## src/rtl/snd_dec_pkg.sv

```systemverilog
package snd_dec_pkg;

    localparam int BANK_BITS = 4;

    typedef enum logic [2:0] {
        RG_RAM,
        RG_SYNTH,
        RG_PIA,
        RG_CODEC_LO,
        RG_CODEC_HI,
        RG_GAP,
        RG_BANK,
        RG_ROM
    } region_e;

    typedef struct packed {
        logic [BANK_BITS-1:0] bank;
    } dec_state_t;

endpackage

```

## src/rtl/snd_region_decode.sv

```systemverilog
// Classifies the top five address bits into a region; lower bits are
// never looked at here, which produces the mirrors.
module snd_region_decode
    import snd_dec_pkg::*;
(
    input  logic [4:0] addr_top,
    output region_e    region
);
    always_comb begin
        if (addr_top[4]) begin
            region = RG_ROM;
        end else begin
            unique case (addr_top[3:2])
                2'b00: region = RG_RAM;
                2'b01: region = RG_SYNTH;
                2'b10: region = RG_PIA;
                default: begin
                    unique case (addr_top[1:0])
                        2'b00:   region = RG_CODEC_LO;
                        2'b01:   region = RG_CODEC_HI;
                        2'b10:   region = RG_GAP;
                        default: region = RG_BANK;
                    endcase
                end
            endcase
        end
    end
endmodule

```

## src/rtl/snd_bank_map.sv

```systemverilog
// Turns the bank value plus window offset into a device select and a
// physical address: device field on top, then the high bank bits.
module snd_bank_map #(
    parameter int BANK_W  = 4,
    parameter int WIN_W   = 15,
    parameter int DEV_CNT = 3,
    localparam int SEL_W  = 2,
    localparam int HI_W   = BANK_W - SEL_W,
    localparam int PHYS_W = WIN_W + BANK_W
) (
    input  logic              en,
    input  logic [BANK_W-1:0] bank,
    input  logic [WIN_W-1:0]  win_addr,
    output logic [DEV_CNT-1:0] dev_cs,
    output logic [PHYS_W-1:0] phys_addr
);
    logic [SEL_W-1:0] dev_sel;
    logic [HI_W-1:0]  hi_bits;

    assign dev_sel   = bank[SEL_W-1:0];
    assign hi_bits   = bank[BANK_W-1:SEL_W];
    assign phys_addr = {dev_sel, hi_bits, win_addr};

    for (genvar g = 0; g < DEV_CNT; g++) begin : g_dev
        assign dev_cs[g] = en && (dev_sel == SEL_W'(g));
    end
endmodule

```

## src/rtl/snd_read_mux.sv

```systemverilog
// Returns the selected part's read data, or the floating-bus value.
module snd_read_mux
    import snd_dec_pkg::*;
#(
    parameter int DATA_W = 8
) (
    input  logic              rd_en,
    input  region_e           region,
    input  logic              rom_hit,
    input  logic [DATA_W-1:0] ram_rdata,
    input  logic [DATA_W-1:0] synth_rdata,
    input  logic [DATA_W-1:0] pia_rdata,
    input  logic [DATA_W-1:0] rom_rdata,
    output logic [DATA_W-1:0] rdata
);
    localparam logic [DATA_W-1:0] FLOAT = '1;

    always_comb begin
        rdata = FLOAT;
        if (rd_en) begin
            unique case (region)
                RG_RAM:   rdata = ram_rdata;
                RG_SYNTH: rdata = synth_rdata;
                RG_PIA:   rdata = pia_rdata;
                RG_ROM:   rdata = rom_hit ? rom_rdata : FLOAT;
                default:  rdata = FLOAT;
            endcase
        end
    end
endmodule

```

## src/rtl/snd_addr_decoder.sv

```systemverilog
module snd_addr_decoder
    import snd_dec_pkg::*;
#(
    parameter int ADDR_W  = 16,
    parameter int DATA_W  = 8,
    parameter int DEV_CNT = 3,
    parameter int RAM_AW  = 11,
    localparam int BANK_W = BANK_BITS,
    localparam int WIN_W  = ADDR_W - 1,
    localparam int PHYS_W = WIN_W + BANK_W
) (
    input  logic               clk,
    input  logic               rst_n,
    input  logic               board_hold,
    input  logic               cpu_valid,
    input  logic               cpu_rw,
    input  logic [ADDR_W-1:0]  cpu_addr,
    input  logic [DATA_W-1:0]  cpu_wdata,
    output logic [DATA_W-1:0]  cpu_rdata,
    input  logic [DATA_W-1:0]  ram_rdata,
    input  logic [DATA_W-1:0]  synth_rdata,
    input  logic [DATA_W-1:0]  pia_rdata,
    input  logic [DATA_W-1:0]  rom_rdata,
    output logic               ram_cs,
    output logic [RAM_AW-1:0]  ram_addr,
    output logic               synth_cs,
    output logic               synth_port,
    output logic               pia_cs,
    output logic [1:0]         pia_reg,
    output logic               codec_lo_stb,
    output logic               codec_bit,
    output logic               codec_hi_stb,
    output logic [DEV_CNT-1:0] rom_cs,
    output logic [PHYS_W-1:0]  rom_phys_addr
);
    region_e     region;
    dec_state_t  state_d, state_q;
    logic        rd_cyc, wr_cyc, bank_wr, rom_rd;
    logic [BANK_W-1:0] bank_q;
    logic        unused_wdata;

    assign unused_wdata = &{1'b0, cpu_wdata[DATA_W-1:BANK_W]};

    snd_region_decode u_region (
        .addr_top (cpu_addr[ADDR_W-1 -: 5]),
        .region   (region)
    );

    assign rd_cyc  = cpu_valid &&  cpu_rw;
    assign wr_cyc  = cpu_valid && !cpu_rw;
    assign bank_wr = wr_cyc && (region == RG_BANK);
    assign rom_rd  = rd_cyc && (region == RG_ROM);
    assign bank_q  = state_q.bank;

    // next-state process: hold has the last word over a bank write
    always_comb begin
        state_d = state_q;
        if (bank_wr) begin
            state_d.bank = cpu_wdata[BANK_W-1:0];
        end
        if (board_hold) begin
            state_d.bank = '0;
        end
    end

    always_ff @(posedge clk or negedge rst_n) begin
        if (!rst_n) begin
            state_q <= '0;
        end else begin
            state_q <= state_d;
        end
    end

    assign ram_cs       = cpu_valid && (region == RG_RAM);
    assign ram_addr     = cpu_addr[RAM_AW-1:0];
    assign synth_cs     = cpu_valid && (region == RG_SYNTH);
    assign synth_port   = cpu_addr[0];
    assign pia_cs       = cpu_valid && (region == RG_PIA);
    assign pia_reg      = cpu_addr[1:0];
    assign codec_lo_stb = wr_cyc && (region == RG_CODEC_LO);
    assign codec_bit    = codec_lo_stb && cpu_wdata[0];
    assign codec_hi_stb = wr_cyc && (region == RG_CODEC_HI);

    snd_bank_map #(
        .BANK_W  (BANK_W),
        .WIN_W   (WIN_W),
        .DEV_CNT (DEV_CNT)
    ) u_bank_map (
        .en        (rom_rd),
        .bank      (state_q.bank),
        .win_addr  (cpu_addr[WIN_W-1:0]),
        .dev_cs    (rom_cs),
        .phys_addr (rom_phys_addr)
    );

    snd_read_mux #(
        .DATA_W (DATA_W)
    ) u_rmux (
        .rd_en       (rd_cyc),
        .region      (region),
        .rom_hit     (|rom_cs),
        .ram_rdata   (ram_rdata),
        .synth_rdata (synth_rdata),
        .pia_rdata   (pia_rdata),
        .rom_rdata   (rom_rdata),
        .rdata       (cpu_rdata)
    );
endmodule

```

## config.mk

```make
export PLATFORM = sky130hd
export DESIGN_NAME = snd_addr_decoder
export DESIGN_NICKNAME = d
export VERILOG_FILES = /design/src/rtl/snd_dec_pkg.sv /design/src/rtl/snd_region_decode.sv /design/src/rtl/snd_bank_map.sv /design/src/rtl/snd_read_mux.sv /design/src/rtl/snd_addr_decoder.sv
export SDC_FILE = /design/constraint.sdc
export NUM_CORES = 1
export LEC_CHECK = 0
export BUFFER_PORTS_ARGS = -buffer_cell sky130_fd_sc_hd__buf_2
export CORE_MARGIN = 2
export CORE_UTILIZATION = 33
export CTS_CLUSTER_SIZE = 20
export DETAILED_ROUTE_END_ITERATION = 8
export GPL_ROUTABILITY_DRIVEN = 1
export PLACE_DENSITY = 0.82
export SYNTH_ARGS = -nofsm -noshare
export SYNTH_HDL_FRONTEND = slang
export SYNTH_SLANG_ARGS = --single-unit
```

## constraint.sdc

```tcl
create_clock -name clk -period 1.6 [get_ports clk]
set_input_delay 0.08 -clock clk [delete_from_list [all_inputs] [get_ports clk]]
set_output_delay 0.08 -clock clk [all_outputs]
set_load 0.005 [all_outputs]
```

==> out/qor.csv, run 1 <==
metric,value,unit
r2r worst-path depth,2,
Die Ht,56.9,um
CTS buffer count,3,
max reg flops,4,
skew final,0,ns
Register Area,100,um^2
total power,457,uW
dominant cell type by area after synthesis,buf_4,
Site Rows,19,
critical path's top delay family,compound AO/OA/AOI/OAI gates,
die width,56.9,um
GRT met2 Usage,27.6,%
Peak VDD IR,339,uV
startpoint types,input port,
post-detailed-route wirelength per cell,14.0,um
Worst Hold Path Cells,3,
WHS,0.112,ns
CP cell instances,buf_6 -> inv_4 -> ha_4 -> or3b_4 -> a31oi_4 -> o211ai_1 -> buf_2,
hold_sp,cpu_wdata[2],
Residual DRC,0,
"count leader, synth",buf_4,
clk buf depth,2,
Multi-input gate area,616,um^2
min-delay worst type,input port to register,
CTS HTree Levels,1,
synth unique cells,32,
overall routing resource usage,15.3,%
I/O pins,111,
vias in the first global route,910,
post-layout net count,225,
Finished Core Util,45.0,%
met3 usage,3.23,%
Worst path slowest cell,or3b_4,
Final min period,1.51,ns
Avg Inst Size Synth,8.10,um^2
Initial Util,34.1,%
Vias,999,
Worst Setup Slack post-DPL,-0.0199,ns
IO buf count,70,
CP bufs+invs,3,
setup ws final,0.0910,ns
HPWL Detailed,2.22,mm
status,"finished, final reports clean",
Die ar.,3240,um^2
DRT Wirelength,2.67,mm
initial DRC count,60,
Hold Path Sink,bank_q[2],
Final Wtd Congestion,0.796,
Setup Buffers After CTS,0,
Synth area leaders,"buf_4 (24%), dfrtp_1 (11%), mux2_2 (9.8%)",
Via density,5.23,
Reg2Reg Setup Slack,0.90,ns
Final Slew Violations,0,
Most Crowded Layer GR,met2,
Least-Margin Pin Slew,0.450,ns
1st-pass router iterations,4,
first-pass GRT wire length,4.01,mm
end of the worst register-to-register path,bank_q[1],
RSZ-0062 raised after global routing,false,
TritonCTS clock tree,done,
syn_nets,177,
layout cell share with drive strength beyond 1,63.7,%
GRT met1 Usage,17.9,%
Post-synth EDFFs,0,
Max-slew headroom,69.9,%
grt ovf,0,
Worst Path Max Fanout,8,
CORE AREA,2710,um^2
Max Fclk,0.663,GHz
Ys Warns,0,
# diodes,0,
largest net degree at the start of global routing,14,
"Arr. time, crit path",1.43,ns
top-area cell type share of the netlist area,23.6,%
sequential share of the synthesized area,10.8,%
Worst Setup End Kind,output pin,
Max Cap Violations,0,
P_leak,0.564,nW
Max stage delay on crit path,0.40,ns
setup TNS,0,ns
Worst-path clk slew,0.03,ns
Power Density,375,nW/um^2
Final Cycle Share,94.3,%
synthesis-to-finish area growth,32.1,%
initial antenna violation count,0,
Post-Syn Instances,114,
Reg-to-Reg Start,bank_q[1],
Skew-Pair Late Insertion Delay,0.23,ns
Post-Syn Area,923,um^2
"Top FF cell, synth",dfrtp_1,
"Hold Violations, Final",0,
post-route ant nets,0,
Sink Count,4,
endpoints failing setup,0,
CTS root buf,clkbuf_4,
Crit Path Category,input port to output pin,
Layout fillers,287,
flop and latch count out of synthesis,4,
fraction of registers with async set/reset,100,%
data required time at the worst endpoint,1.52,ns
-- cell usage in the layout (no fill, tap or decap), drive strengths merged, types with 2 or more instances in the layout --
cell	instances
and3	2
o211ai	8
nand2b	8
a32oi	8
buf	78
nand2	3
nor2	4
a31oi	2
dfrtp	4
mux2i	4
clkbuf	3
nor4b	3
inv	2
nor3	8
and2	2
nor3b	2
ha	2
mux2	8
-- layer usage --
metal  part of all wire (%)  vias up
li1                       -      486
met1                     39      442
met2                     47       59
met3                     12       12
met4                    1.4        0
met5                      0        -
-- how the worst max path moves through the flow --
| stage | cells past startpoint | slack (ns) | start | to |
|---|---|---|---|---|
| after floorplan | 5 | 0.29 | cpu_addr[11] | cpu_rdata[0] |
| after global placement | 7 | 0.009 | cpu_addr[11] | cpu_rdata[7] |
| after detailed placement | 7 | -0.02 | cpu_addr[11] | bank_q[1] |
| after CTS | 8 | 0.007 | cpu_addr[11] | cpu_rdata[2] |
| after global routing | 7 | 0.0002 | cpu_addr[11] | cpu_rdata[2] |
| final | 7 | 0.09 | cpu_addr[11] | cpu_rdata[2] |
-- tightest hold or removal path, cell delays in order --
cell and delay [ns]:
buf_2 0.09, nand2b_1 0.06, mux2i_1 0.06
-- through the flow --
step                      area [um^2]  instances
after CTS                        1160        191
after global placement           1120        187
after detailed placement         1120        187
after global routing             1220        191
final                            1220        191
after floorplan                   923        114
-- power by group --
part           switching, mW  total, mW  internal (mW)
registers           0.000392      0.103          0.102
logic                  0.108      0.235          0.128
clock network         0.0357      0.119         0.0835
total                  0.144      0.457          0.313
-- cells by family (layout without fill, tap and decap cells) --
logic type | count (synthesis) | after routing | share of synthesized area (%)
buf+inv | 38 | 84 | 27.6
mux | 12 | 12 | 14.1
compound gates | 21 | 21 | 19.5
flops | 4 | 4 | 10.8
simple gates | 37 | 37 | 25.2
fa+ha+maj | 2 | 2 | 2.71
-- area by class of cell --
type                            instances  share of cell area [%]
Clock buffer                            3                    1.85
Multi-Input combinational cell         72                    50.5
Inverter                                2                   0.821
Sequential cell                         4                    8.21
Tap cell                               31                    3.18
Timing Repair Buffer                   79                    35.5
-- timing repair --
item | CTS | global route
endpoints found under the hold margin | 4 | 0
pin swaps | 1 | 5
gates resized for setup | 0 | 12
hold buffers | 1 | 0
endpoints found under the setup margin | 1 | 8
Note: power is estimated with default switching activity, not from simulation.
==> run 2: changes to the inputs <==
--- a/config.mk
+++ b/config.mk
@@ -7,11 +7,11 @@
 export LEC_CHECK = 0
 export BUFFER_PORTS_ARGS = -buffer_cell sky130_fd_sc_hd__buf_2
 export CORE_MARGIN = 2
-export CORE_UTILIZATION = 33
+export CORE_UTILIZATION = 36
 export CTS_CLUSTER_SIZE = 20
 export DETAILED_ROUTE_END_ITERATION = 8
 export GPL_ROUTABILITY_DRIVEN = 1
-export PLACE_DENSITY = 0.82
+export PLACE_DENSITY = 0.88
 export SYNTH_ARGS = -nofsm -noshare
 export SYNTH_HDL_FRONTEND = slang
 export SYNTH_SLANG_ARGS = --single-unit
==> constraint.sdc (replaced) <==
create_clock -name clk -period 1.9 [get_ports clk]
set_input_delay 0.095 -clock clk [delete_from_list [all_inputs] [get_ports clk]]
set_output_delay 0.095 -clock clk [all_outputs]
set_load 0.005 [all_outputs]
==> run 2 against run 1 <==
Critical path depth up 2. Combinational power down 28%. Hold slack worse by 0.015 ns. Die area down 7.8%. Global-route usage up 1.8 points. Total power down 20%. Critical path type unchanged.
==> out/qor.csv, run 2 (synthesized netlist as in run 1, its figures left out) <==
metric,value,unit,change
largest net degree at the start of global routing,15,,+1
Final Slew Violations,0,,unchanged
Peak VDD IR,213,uV,-37%
skew final,0,ns,unchanged
clk buf depth,2,,unchanged
# hold bufs at CTS,1,,unchanged
Finished Layout Cells,184,,-3.7%
placed cell area,1080,um^2,-4.1%
Worst Setup Slack post-DPL,0.262,ns,+0.282 ns
Power Density,331,nW/um^2,-12%
placed cells,180,,-3.7%
die width,54.6,um,-4.0%
post-detailed-route wirelength per cell,14.2,um,+1.7%
Vias,953,,-4.6%
Worst-path clk slew,0.04,ns,about the same
post-route ant nets,0,,unchanged
CORE AREA,2450,um^2,-9.4%
initial DRC count,9,,-85%
max reg flops,4,,unchanged
Max Cap Violations,0,,unchanged
"Hold Violations, Final",0,,unchanged
P_leak,0.526,nW,-6.8%
1st-pass router iterations,4,,unchanged
CTS HTree Levels,1,,unchanged
min-delay worst type,input port to register,,
Site Rows,18,,-1
Worst Setup End Kind,output pin,,
HPWL Detailed,2.13,mm,-4.0%
CTS root buf,clkbuf_4,,
WHS,0.0971,ns,-0.0153 ns
Finished Core Util,45.3,%,+0.25 points
"Arr. time, crit path",1.55,ns,+0.12 ns
"Design Area, Final",1110,um^2,-8.9%
"commonest non-fill, non-tap cell in the layout",buf_2,,
Crit Path Category,input port to output pin,,
Max Fclk,0.609,GHz,
Setup Buffers After CTS,0,,unchanged
Die Ht,54.6,um,-4.0%
startpoint types,input port,,
# diodes,0,,unchanged
Via density,5.18,,-0.98%
Final Cycle Share,86.4,%,
data required time at the worst endpoint,1.80,ns,+0.28 ns
status,"finished, final reports clean",,
Final min period,1.64,ns,
Max-slew headroom,63.5,%,-6.4 points
IO buf count,70,,unchanged
setup ws final,0.258,ns,+0.167 ns
critical path's top delay family,buffers and inverters,,
CP cell instances,buf_2 -> inv_1 -> ha_1 -> buf_4 -> nor2_1 -> a31oi_1 -> buf_4 -> nor4b_1 -> buf_2,,
Max stage delay on crit path,0.32,ns,-0.08 ns
Initial Util,37.6,%,+3.5 points
Die ar.,2990,um^2,-7.8%
synthesis-to-finish area growth,20.3,%,
layout cell share with drive strength beyond 1,57.1,%,-6.6 points
grt ovf,0,,unchanged
Post-CTS Resized,0,,unchanged
DRT Wirelength,2.62,mm,-2.0%
Least-Margin Pin Slew,0.545,ns,+0.0945 ns
Final Wtd Congestion,0.655,,-18%
Worst path slowest cell,nor4b_1,,
setup TNS,0,ns,unchanged
first-pass GRT wire length,3.62,mm,-9.8%
total power,367,uW,-20%
overall routing resource usage,17.0,%,+1.8 points
endpoints failing setup,0,,unchanged
CP bufs+invs,5,,+2
post-layout net count,219,,-2.7%
Sink Count,4,,unchanged
RSZ-0062 raised after global routing,false,,
I/O pins,111,,unchanged
initial antenna violation count,0,,unchanged
Residual DRC,0,,unchanged
Worst Path Max Fanout,11,,+3
vias in the first global route,832,,-8.6%
TritonCTS clock tree,done,,
Skew-Pair Late Insertion Delay,0.24,ns,about the same
CTS buffer count,3,,unchanged
run 2: cell types whose count changed in the layout (fill, tap and decap cells not counted), sizes merged:
cell	before	now
buf	78	72
run 2: final timing paths:
kind	startpoint	endpoint	slack, ns	cells past startpoint
setup reg to reg	bank_q[1]	bank_q[1]	1.18	2
min in group asynchronous	rst_n	bank_q[2]	0.20	2
max in group asynchronous	rst_n	bank_q[1]	1.57	2
setup / recovery	cpu_addr[11]	rom_cs[2]	0.26	9
hold / removal	cpu_wdata[3]	bank_q[3]	0.1	3
hold reg to reg	bank_q[3]	bank_q[3]	0.54	2
run 2: metal layers:
| metal | GRT usage [%] | vias to the layer above | wire length, um |
|---|---|---|---|
| li1 | - | 472 | - |
| met1 | 18.8 | 408 | 979 |
| met2 | 31.9 | 68 | 1300 |
| met3 | 2.46 | 5 | 309 |
| met4 | 7.08 | 0 | 31 |
| met5 | 0 | - | 0 |
run 2: tightest hold or removal path: cells and delay by family:
kind / cells / cell delay (ns)
buf+inv: 1 / 0.09
mux: 1 / 0.06
simple gates: 1 / 0.05
run 2: report_power, final:
group / switching [mW] / internal (mW) / total [mW]
Clock: 0.0406 / 0.0710 / 0.112
Sequential: 0.000346 / 0.0860 / 0.0863
Combinational: 0.0806 / 0.0889 / 0.169
run 2: area by class of cell:
class	count	area [um^2]
Fill cell	288	1340
Inverter	2	7.51
Sequential cell	4	100
Timing Repair Buffer	73	375
Tap cell	30	37.5
Multi-Input combinational cell	72	568
Clock buffer	3	22.5
